[src/rtl/can_mbx_pkg.sv]
// Shared types for the receive mailbox dispatcher.
// Assumes 11-bit identifiers and payloads of at most 8 bytes.
package can_mbx_pkg;

    localparam int ID_W   = 11;
    localparam int DLC_W  = 4;
    localparam int DATA_W = 64;

    // Mailbox mode codes as written through the configuration port.
    typedef enum logic [1:0] {
        MB_BASIC = 2'b00,
        MB_FULL  = 2'b01,
        MB_EXT   = 2'b10,
        MB_OFF   = 2'b11
    } mb_mode_e;

    // One stored frame.
    typedef struct packed {
        logic [ID_W-1:0]   id;
        logic [DLC_W-1:0]  dlc;
        logic [DATA_W-1:0] data;
    } can_frame_t;

endpackage

[src/rtl/can_mbx_route.sv]
// Chooses the single destination mailbox for an incoming frame.
// Dedicated mailboxes (single-message and batching) with a matching
// identifier win over catch-all mailboxes, and the lowest index wins
// inside each group. Assumes the configuration inputs are registered.
module can_mbx_route #(
    parameter int NUM_BOX = 4
) (
    input  logic                                  clk,
    input  logic                                  rst_n,
    input  logic                                  frm_valid,
    input  logic [can_mbx_pkg::ID_W-1:0]          frm_id,
    input  logic [NUM_BOX-1:0]                    box_en,
    input  logic [NUM_BOX-1:0][1:0]               box_mode,
    input  logic [NUM_BOX-1:0][can_mbx_pkg::ID_W-1:0] box_id,
    output logic [NUM_BOX-1:0]                    grant
);
    import can_mbx_pkg::*;

    logic [NUM_BOX-1:0] ded_hit;
    logic [NUM_BOX-1:0] base_ok;

    // Keep only the lowest set bit of a vector.
    function automatic logic [NUM_BOX-1:0] lowest(input logic [NUM_BOX-1:0] v);
        return v & (~v + NUM_BOX'(1));
    endfunction

    // Classify every mailbox as a dedicated hit or a catch-all candidate.
    always_comb begin
        for (int i = 0; i < NUM_BOX; i++) begin
            ded_hit[i] = box_en[i] &&
                         (box_mode[i] == MB_FULL || box_mode[i] == MB_EXT) &&
                         (box_id[i] == frm_id);
            base_ok[i] = box_en[i] && (box_mode[i] == MB_BASIC);
        end
    end

    // Dedicated match first, catch-all as fallback, nothing otherwise.
    always_comb begin
        if (!frm_valid)
            grant = '0;
        else if (|ded_hit)
            grant = lowest(ded_hit);
        else
            grant = lowest(base_ok);
    end

    // at most one mailbox receives any frame.
    assert_single_grant_R10: assert property (@(posedge clk) disable iff (!rst_n)
        $onehot0(grant));

    // no frame, no delivery.
    assert_idle_no_grant_R9: assert property (@(posedge clk) disable iff (!rst_n)
        !frm_valid |-> (grant == '0));

    // a catch-all mailbox is never chosen while a dedicated one matches.
    assert_dedicated_first_R8: assert property (@(posedge clk) disable iff (!rst_n)
        (frm_valid && (|ded_hit)) |-> ((grant & ded_hit) == grant && grant != '0));

endmodule

[src/rtl/can_mbx_box.sv]
// One receive mailbox. In batching mode it is a queue of DEPTH frames
// that flags once per BATCH accepted frames and discards frames when
// full. In the other modes only slot 0 is used: each frame overwrites it,
// flags, and marks overrun if the flag was still set.
// Assumes DEPTH >= 2 and that the mode changes only together with wipe.
module can_mbx_box #(
    parameter int DEPTH = 4,
    parameter int BATCH = 4
) (
    input  logic                    clk,
    input  logic                    rst_n,
    input  logic                    wipe,
    input  logic [1:0]              mode,
    input  logic                    push,
    input  can_mbx_pkg::can_frame_t frame_in,
    input  logic                    pop,
    input  logic                    flag_clr,
    output can_mbx_pkg::can_frame_t head,
    output logic                    avail,
    output logic                    flag,
    output logic                    ovr
);
    import can_mbx_pkg::*;

    localparam int PW = $clog2(DEPTH);
    localparam int CW = $clog2(DEPTH + 1);
    localparam int BW = (BATCH > 1) ? $clog2(BATCH) : 1;

    can_frame_t     mem [DEPTH];
    logic [PW-1:0]  wr_ptr, rd_ptr;
    logic [CW-1:0]  cnt;
    logic [BW-1:0]  batch;
    logic           hold;

    logic           is_ext;
    logic           acc;
    logic           acc_ext;
    logic           pop_ok;
    logic           batch_hit;
    logic           flag_set;
    logic [PW-1:0]  wr_idx;

    // Decode this cycle's accept, pop and flag events.
    always_comb begin
        is_ext    = (mode == MB_EXT);
        acc       = is_ext ? (push && cnt != CW'(DEPTH)) : push;
        acc_ext   = acc && is_ext;
        pop_ok    = is_ext && pop && (cnt != '0);
        batch_hit = (batch == BW'(BATCH - 1));
        flag_set  = is_ext ? (acc && batch_hit) : push;
        wr_idx    = is_ext ? wr_ptr : '0;
    end

    // Frame storage; contents are only meaningful while avail is high.
    always_ff @(posedge clk) begin
        if (acc)
            mem[wr_idx] <= frame_in;
    end

    // Pointers, occupancy, batch count, flag and overrun state.
    always_ff @(posedge clk) begin
        if (!rst_n || wipe) begin
            wr_ptr <= '0;
            rd_ptr <= '0;
            cnt    <= '0;
            batch  <= '0;
            hold   <= 1'b0;
            flag   <= 1'b0;
            ovr    <= 1'b0;
        end else begin
            if (acc_ext)
                wr_ptr <= (wr_ptr == PW'(DEPTH - 1)) ? '0 : wr_ptr + PW'(1);
            if (pop_ok)
                rd_ptr <= (rd_ptr == PW'(DEPTH - 1)) ? '0 : rd_ptr + PW'(1);
            cnt <= cnt + CW'(acc_ext) - CW'(pop_ok);
            if (acc_ext)
                batch <= batch_hit ? '0 : batch + BW'(1);
            if (push && !is_ext)
                hold <= 1'b1;
            flag <= flag_set | (flag & ~flag_clr);
            if (is_ext ? (push && !acc) : (push && flag))
                ovr <= 1'b1;
        end
    end

    // Present the oldest entry in batching mode, slot 0 otherwise.
    always_comb begin
        head  = is_ext ? mem[rd_ptr] : mem[0];
        avail = is_ext ? (cnt != '0) : hold;
    end

    // occupancy never exceeds the queue depth.
    assert_fifo_bound_R5: assert property (@(posedge clk) disable iff (!rst_n)
        cnt <= CW'(DEPTH));

    // a frame arriving at a full queue marks overrun.
    assert_full_drop_ovr_R7: assert property (@(posedge clk) disable iff (!rst_n)
        (!wipe && is_ext && push && cnt == CW'(DEPTH)) |=> ovr);

    // a discarded frame does not change occupancy.
    assert_full_drop_keep_R7: assert property (@(posedge clk) disable iff (!rst_n)
        (!wipe && is_ext && push && !pop && cnt == CW'(DEPTH)) |=> (cnt == CW'(DEPTH)));

    // every delivery to a single-slot mailbox raises its flag.
    assert_single_flag_R3: assert property (@(posedge clk) disable iff (!rst_n)
        (!wipe && !is_ext && push) |=> flag);

    // delivery while flagged leaves the overrun bit set.
    assert_overwrite_ovr_R4: assert property (@(posedge clk) disable iff (!rst_n)
        (!wipe && !is_ext && push && flag) |=> ovr);

    // a clear with no new delivery drops the flag.
    assert_flag_clear_R11: assert property (@(posedge clk) disable iff (!rst_n)
        (flag_clr && !push) |=> !flag);

    // the overrun bit is sticky until a wipe.
    assert_ovr_sticky_R4: assert property (@(posedge clk) disable iff (!rst_n)
        (ovr && !wipe) |=> ovr);

endmodule

[src/rtl/can_rx_mailbox_hub.sv]
// Receive mailbox dispatcher: holds per-mailbox configuration, routes
// each decoded frame to one mailbox and exposes a read and clear port.
// Assumes NUM_BOX is a power of two so every rd_sel value is a mailbox,
// and that frm_valid is a single-cycle pulse per frame.
module can_rx_mailbox_hub #(
    parameter int NUM_BOX    = 4,
    parameter int FIFO_DEPTH = 4,
    parameter int IRQ_BATCH  = 4
) (
    input  logic                              clk,
    input  logic                              rst_n,
    input  logic                              cfg_we,
    input  logic [$clog2(NUM_BOX)-1:0]        cfg_sel,
    input  logic                              cfg_en,
    input  logic [1:0]                        cfg_mode,
    input  logic [can_mbx_pkg::ID_W-1:0]      cfg_id,
    input  logic                              frm_valid,
    input  logic [can_mbx_pkg::ID_W-1:0]      frm_id,
    input  logic [can_mbx_pkg::DLC_W-1:0]     frm_dlc,
    input  logic [can_mbx_pkg::DATA_W-1:0]    frm_data,
    input  logic [$clog2(NUM_BOX)-1:0]        rd_sel,
    input  logic                              rd_pop,
    input  logic                              clr_we,
    input  logic [NUM_BOX-1:0]                clr_mask,
    output logic                              rd_avail,
    output logic [can_mbx_pkg::ID_W-1:0]      rd_id,
    output logic [can_mbx_pkg::DLC_W-1:0]     rd_dlc,
    output logic [can_mbx_pkg::DATA_W-1:0]    rd_data,
    output logic [NUM_BOX-1:0]                irq_flag,
    output logic [NUM_BOX-1:0]                ovr_flag
);
    import can_mbx_pkg::*;

    localparam int SEL_W = $clog2(NUM_BOX);

    logic [NUM_BOX-1:0]           en_q;
    logic [NUM_BOX-1:0][1:0]      mode_q;
    logic [NUM_BOX-1:0][ID_W-1:0] id_q;
    logic [NUM_BOX-1:0]           grant;
    logic [NUM_BOX-1:0]           box_avail;
    can_frame_t                   heads [NUM_BOX];
    can_frame_t                   frm_in;

    // Configuration registers, one set per mailbox.
    always_ff @(posedge clk) begin
        if (!rst_n) begin
            en_q   <= '0;
            mode_q <= '0;
            id_q   <= '0;
        end else if (cfg_we) begin
            en_q[cfg_sel]   <= cfg_en;
            mode_q[cfg_sel] <= cfg_mode;
            id_q[cfg_sel]   <= cfg_id;
        end
    end

    // Pack the incoming frame fields.
    always_comb begin
        frm_in.id   = frm_id;
        frm_in.dlc  = frm_dlc;
        frm_in.data = frm_data;
    end

    can_mbx_route #(
        .NUM_BOX (NUM_BOX)
    ) route_i (
        .clk       (clk),
        .rst_n     (rst_n),
        .frm_valid (frm_valid),
        .frm_id    (frm_id),
        .box_en    (en_q),
        .box_mode  (mode_q),
        .box_id    (id_q),
        .grant     (grant)
    );

    for (genvar i = 0; i < NUM_BOX; i++) begin : g_box
        logic wipe_i;
        logic pop_i;
        logic clr_i;

        // Per-mailbox strobes decoded from the shared ports.
        always_comb begin
            wipe_i = cfg_we && (cfg_sel == SEL_W'(i));
            pop_i  = rd_pop && (rd_sel == SEL_W'(i));
            clr_i  = clr_we && clr_mask[i];
        end

        can_mbx_box #(
            .DEPTH (FIFO_DEPTH),
            .BATCH (IRQ_BATCH)
        ) box_i (
            .clk      (clk),
            .rst_n    (rst_n),
            .wipe     (wipe_i),
            .mode     (mode_q[i]),
            .push     (grant[i]),
            .frame_in (frm_in),
            .pop      (pop_i),
            .flag_clr (clr_i),
            .head     (heads[i]),
            .avail    (box_avail[i]),
            .flag     (irq_flag[i]),
            .ovr      (ovr_flag[i])
        );
    end

    // Read port multiplexer.
    always_comb begin
        rd_avail = box_avail[rd_sel];
        rd_id    = heads[rd_sel].id;
        rd_dlc   = heads[rd_sel].dlc;
        rd_data  = heads[rd_sel].data;
    end

    // a configuration write leaves the addressed mailbox empty and quiet.
    assert_cfg_wipe_R2: assert property (@(posedge clk) disable iff (!rst_n)
        cfg_we |=> (!irq_flag[$past(cfg_sel)] && !ovr_flag[$past(cfg_sel)] &&
                    !box_avail[$past(cfg_sel)]));

endmodule

[config.mk]
export PLATFORM = sky130hd
export DESIGN_NAME = can_rx_mailbox_hub
export DESIGN_NICKNAME = d
export VERILOG_FILES = /design/src/rtl/can_mbx_pkg.sv /design/src/rtl/can_mbx_route.sv /design/src/rtl/can_mbx_box.sv /design/src/rtl/can_rx_mailbox_hub.sv
export SDC_FILE = /design/constraint.sdc
export NUM_CORES = 2
export LEC_CHECK = 0
export CAP_MARGIN = 20
export CORE_MARGIN = 2
export CORE_UTILIZATION = 25
export DETAILED_ROUTE_END_ITERATION = 16
export SLEW_MARGIN = 20
export SYNTH_ARGS = -nofsm -noshare
export SYNTH_HDL_FRONTEND = slang
export SYNTH_SLANG_ARGS = --single-unit
export TNS_END_PERCENT = 1
[constraint.sdc]
create_clock -name clk -period 8.6 [get_ports clk]
set_clock_uncertainty 0.15 [all_clocks]
set_input_delay 1.72 -clock clk [delete_from_list [all_inputs] [get_ports clk]]
set_output_delay 1.72 -clock clk [all_outputs]
set_load 0.02 [all_outputs]
==> reports/metrics.cfg <==
[clocking]
clkLatencyLatePin_ns = 0.80
numClockSinks = 1376
ctsHtreeMaxLevel = 4
cts_hold_repair.buffers = 0
post_cts.repair.setup_buffers = 0
root_buffer = clkbuf_16
cts_buffer_depth = 3
cts_inserted_buffers = 147
path_clk_slew_ns = 0.06
clock_tree_from_tritoncts = yes
cts_repair_resize_count = 0

[route]
avgRoutedWirePerCell_um = 23.89
number_of_vias_per_cell_after_detailed_routing = 4.789
wirelength_um = 166300
detail_route.iter0.violations = 3381
drc_viols = 0
vias = 33320
drtAntennaViolNets = 0
drtPass1Iterations = 5

[power_and_ir_drop]
power.combinational.fraction_pct = 3.5
netSwitchingFraction_pct = 22.01
pwr-share-seq_pct = 52.6
vdd_drop_max_uv = 185.4
p_total_mw = 13.96
leakagePower_nw = 19.55
net-switching-power_mw = 3.072
cellInternalPower_mw = 10.88
power.density_nw_per_um2 = 216.8
share_clk_of_total_power_pct = 43.9

[timing]
finalMaxSlewViolations = 0
timing.final.hold_violations = 0
slew_headroom_pct = 20.40
min_period_over_period_pct = 79.49
grt_setup_unrepaired = false
fmax_ghz = 0.1463
setup_viol = 0
timing.final.crit_period_ns = 6.836
whs_ns = 0.2997
worstMarginPinSlew_ns = 1.190

[synthesis]
ys_seq_elements = 1376
yosysMostFrequentCell = edfxtp_1
synth.area.top_cells = edfxtp_1 (70%), o21ai_0 (5.9%), mux2i_1 (5.9%)
asyncSetResetFlopFracSynth_pct = 0
yosys.area_share.xor_xnor_pct = 0.8405
synth_largest_type_area_fraction_pct = 70.05
synthAdderAreaFrac_pct = 0.7943
netlist_area_sq_um = 54190
synth_compound_area_share_pct = 10.39
synth_sequential_area_ratio_pct = 74.18
synth-simple-area-share_pct = 5.874
synth_edf_count = 1264
syn-instance-count = 3830
dominant_combinational_cell_family_by_area_after_synthesis = compound AO/OA/AOI/OAI gates
synth.lib_cells_used.distinct = 50
avgSynthCellArea_sq_um = 14.15
mappedNetlistNets = 3969
yosys-mux-area-fraction_pct = 5.932
synth.largest_area_cell = edfxtp_1
ys_warn_count = 0
netlist_top_cells_count = edfxtp_1 (1264), o21ai_0 (641), nand2_1 (463)
synthFlopType = edfxtp_1

[floorplanning]
core_region_area_sq_um = 215000
design.portCount = 195
die_area_sq_um = 220500
die_width_um = 469.6
effective_utilization_at_floorplan_pct = 25.20
floorplan.die.height_um = 469.6
rows = 170

[setup_path]
endpoint_kind = output port
crit_path_max_fanout = 54
reg2regPathDepth = 10
critical_path_class = flop to output port
worstPathCellList = inv_1 > ha_4 > inv_1 > nor2_4 > buf_12 > o21ai_0 > a21oi_1 > or4_1 > clkdlybuf4s50_1
worst_path_largest_cell_delay_ns = 0.85
worst_ep_required_time_ns = 6.73
timing.critical_path.slowest_stage_cell = nor2_4
cpMostUsedCell = inv_1
critical_path.reg2reg.startpoint = mode_q[7]
reg2reg_slack_ns = 4.44
startpoint_class_of_the_critical_path = flop
worstReg2RegEnd = g_box[3].box_i.mem[3][44]
worst-endpoint-arrival_ns = 4.97

[grt]
grt-busiest-layer = met2
wire_length_of_the_first_global_routing_pass_um = 237500
gr_layer_usage_met3_pct = 2.835
globalRouteMet1Util_pct = 19.78
fraction_of_met2_tracks_used_by_global_routing_pct = 23.82
grt_start_max_net_pins = 81
grt_remaining_overflow = 0
grt_antenna_before_repair = 22
first_global_vias = 32840
groute.usage.overall_pct = 14.65

[min_path]
min_delay_path_depth = 2
min-delay-start = g_box[3].box_i.hold
whs_endpoint = g_box[3].box_i.hold
hold_path.class = flop to flop

[placement]
dp.final_hpwl_um = 90460
io_buffers = 194
globalplace.congestion = 0.7922

[cells_and_area]
layout.nets = 4137
flow.area_growth_from_synthesis_pct = 18.78
layout-drive-gt1-share_pct = 7.756
postLayoutCoreUtil_pct = 29.93

[status]
outcome = finished clean

[job]
drv_cap = 0

metrics by stage:
step                cell area (sq um)  instances  setup TNS, ns  worst slack, ns
CTS                             64360       6951              0            1.742
detailed placement              59710       6687              0            1.874
global placement                59690       6686              0            1.888
global route                    64350       6952              0            1.632
finish                          64360       6958              0            1.764
floorplan                       54190       3830        -475.16          -0.7401
state kept, by name, summed over array words and instances (netlist names), 8 cells and up, named ones only:
signal,count
g_box.box_i.cnt,12
g_box.box_i.batch,8
g_box.box_i.mem,1264
g_box.box_i.rd_ptr,8
g_box.box_i.wr_ptr,8
id_q,44
mode_q,8
worst max path at each step:
stage	from	endpoint	slack (ns)	depth (start not counted)
floorplan	frm_id[3]	g_box[3].box_i.mem[1][0]	-0.74	6
global placement	rd_sel[0]	rd_data[63]	1.89	7
detailed placement	rd_sel[0]	rd_id[2]	1.87	7
CTS	flop	rd_dlc[0]	1.74	7
global route	flop	rd_dlc[0]	1.63	7
finish	mode_q[4]	rd_id[7]	1.76	9
cell usage in the layout, fill, tap and decap left out, types with 6 or more instances in the layout:
cell type        synthesis  layout
a21boi_0                57      57
a21oi_1                341     340
and3_1                  17      13
buf_12                   0      18
buf_4                    8      47
clkbuf_1               205      36
clkbuf_16                0     148
clkdlybuf4s50_1          0     189
clkinv_1                 0      28
clkinv_16                0       7
clkinv_2                 0      19
dfxtp_1                112     104
dfxtp_4                  0       8
diode_2                  0       7
edfxtp_1              1264    1264
ha_1                    28      24
inv_1                   39      39
mux2i_1                320     320
nand2_1                463     463
nand3_1                 25      25
nand4_1                  6       6
nor2_1                  42      37
nor3_1                  10       6
nor3b_2                  0       6
nor4_1                  22      22
o21ai_0                641     641
or4_1                   84      84
xnor2_1                  6       6
xor2_1                  46      46
critical path: cells and delay by family (launching register included):
family	cells	cell delay (ns)
flops	1	0.30
fa+ha+maj	1	0.65
simple gates	2	1.19
buf+inv	4	1.54
compound gates	2	0.42
kinds of logic after synthesis:
family | Yosys count
AO/OA/AOI/OAI | 1073
XOR/XNOR | 52
adder cells (fa/ha/maj) | 32
buffers and inverters | 279
flip-flops | 1376
multiplexers | 321
AND/OR/NAND/NOR | 697
power by group through the flow:
stage | sequential [mW] | clock, mW | combinational, mW
4_1_cts | 7.34 | 6.22 | 0.495
3_3_place_gp | 7.48 | 0 | 0.486
5_1_grt | 7.33 | 6.47 | 0.525
6_report | 7.34 | 6.13 | 0.493
3_5_place_dp | 7.48 | 0 | 0.493
2_1_floorplan | 7.48 | 0 | 0.175
layout make-up:
cell class	instances	area, sq um
clock inverters	76	764.5
well taps	2838	3551
repair buffers	259	2630
diodes	7	17.52
fillers	21230	150700
inverters	39	146.4
multi-input cells	2175	13130
flip-flops and latches	1376	40230
clock buffers	188	3894
per-layer routing:
layer / vias to the layer above / part of all wire (%)
met5: - / 0.068
met4: 18 / 2.4
met3: 237 / 7.1
met2: 1368 / 47
met1: 16880 / 44
li1: 14820 / -
No activity file was read; power rests on OpenSTA's default activity.
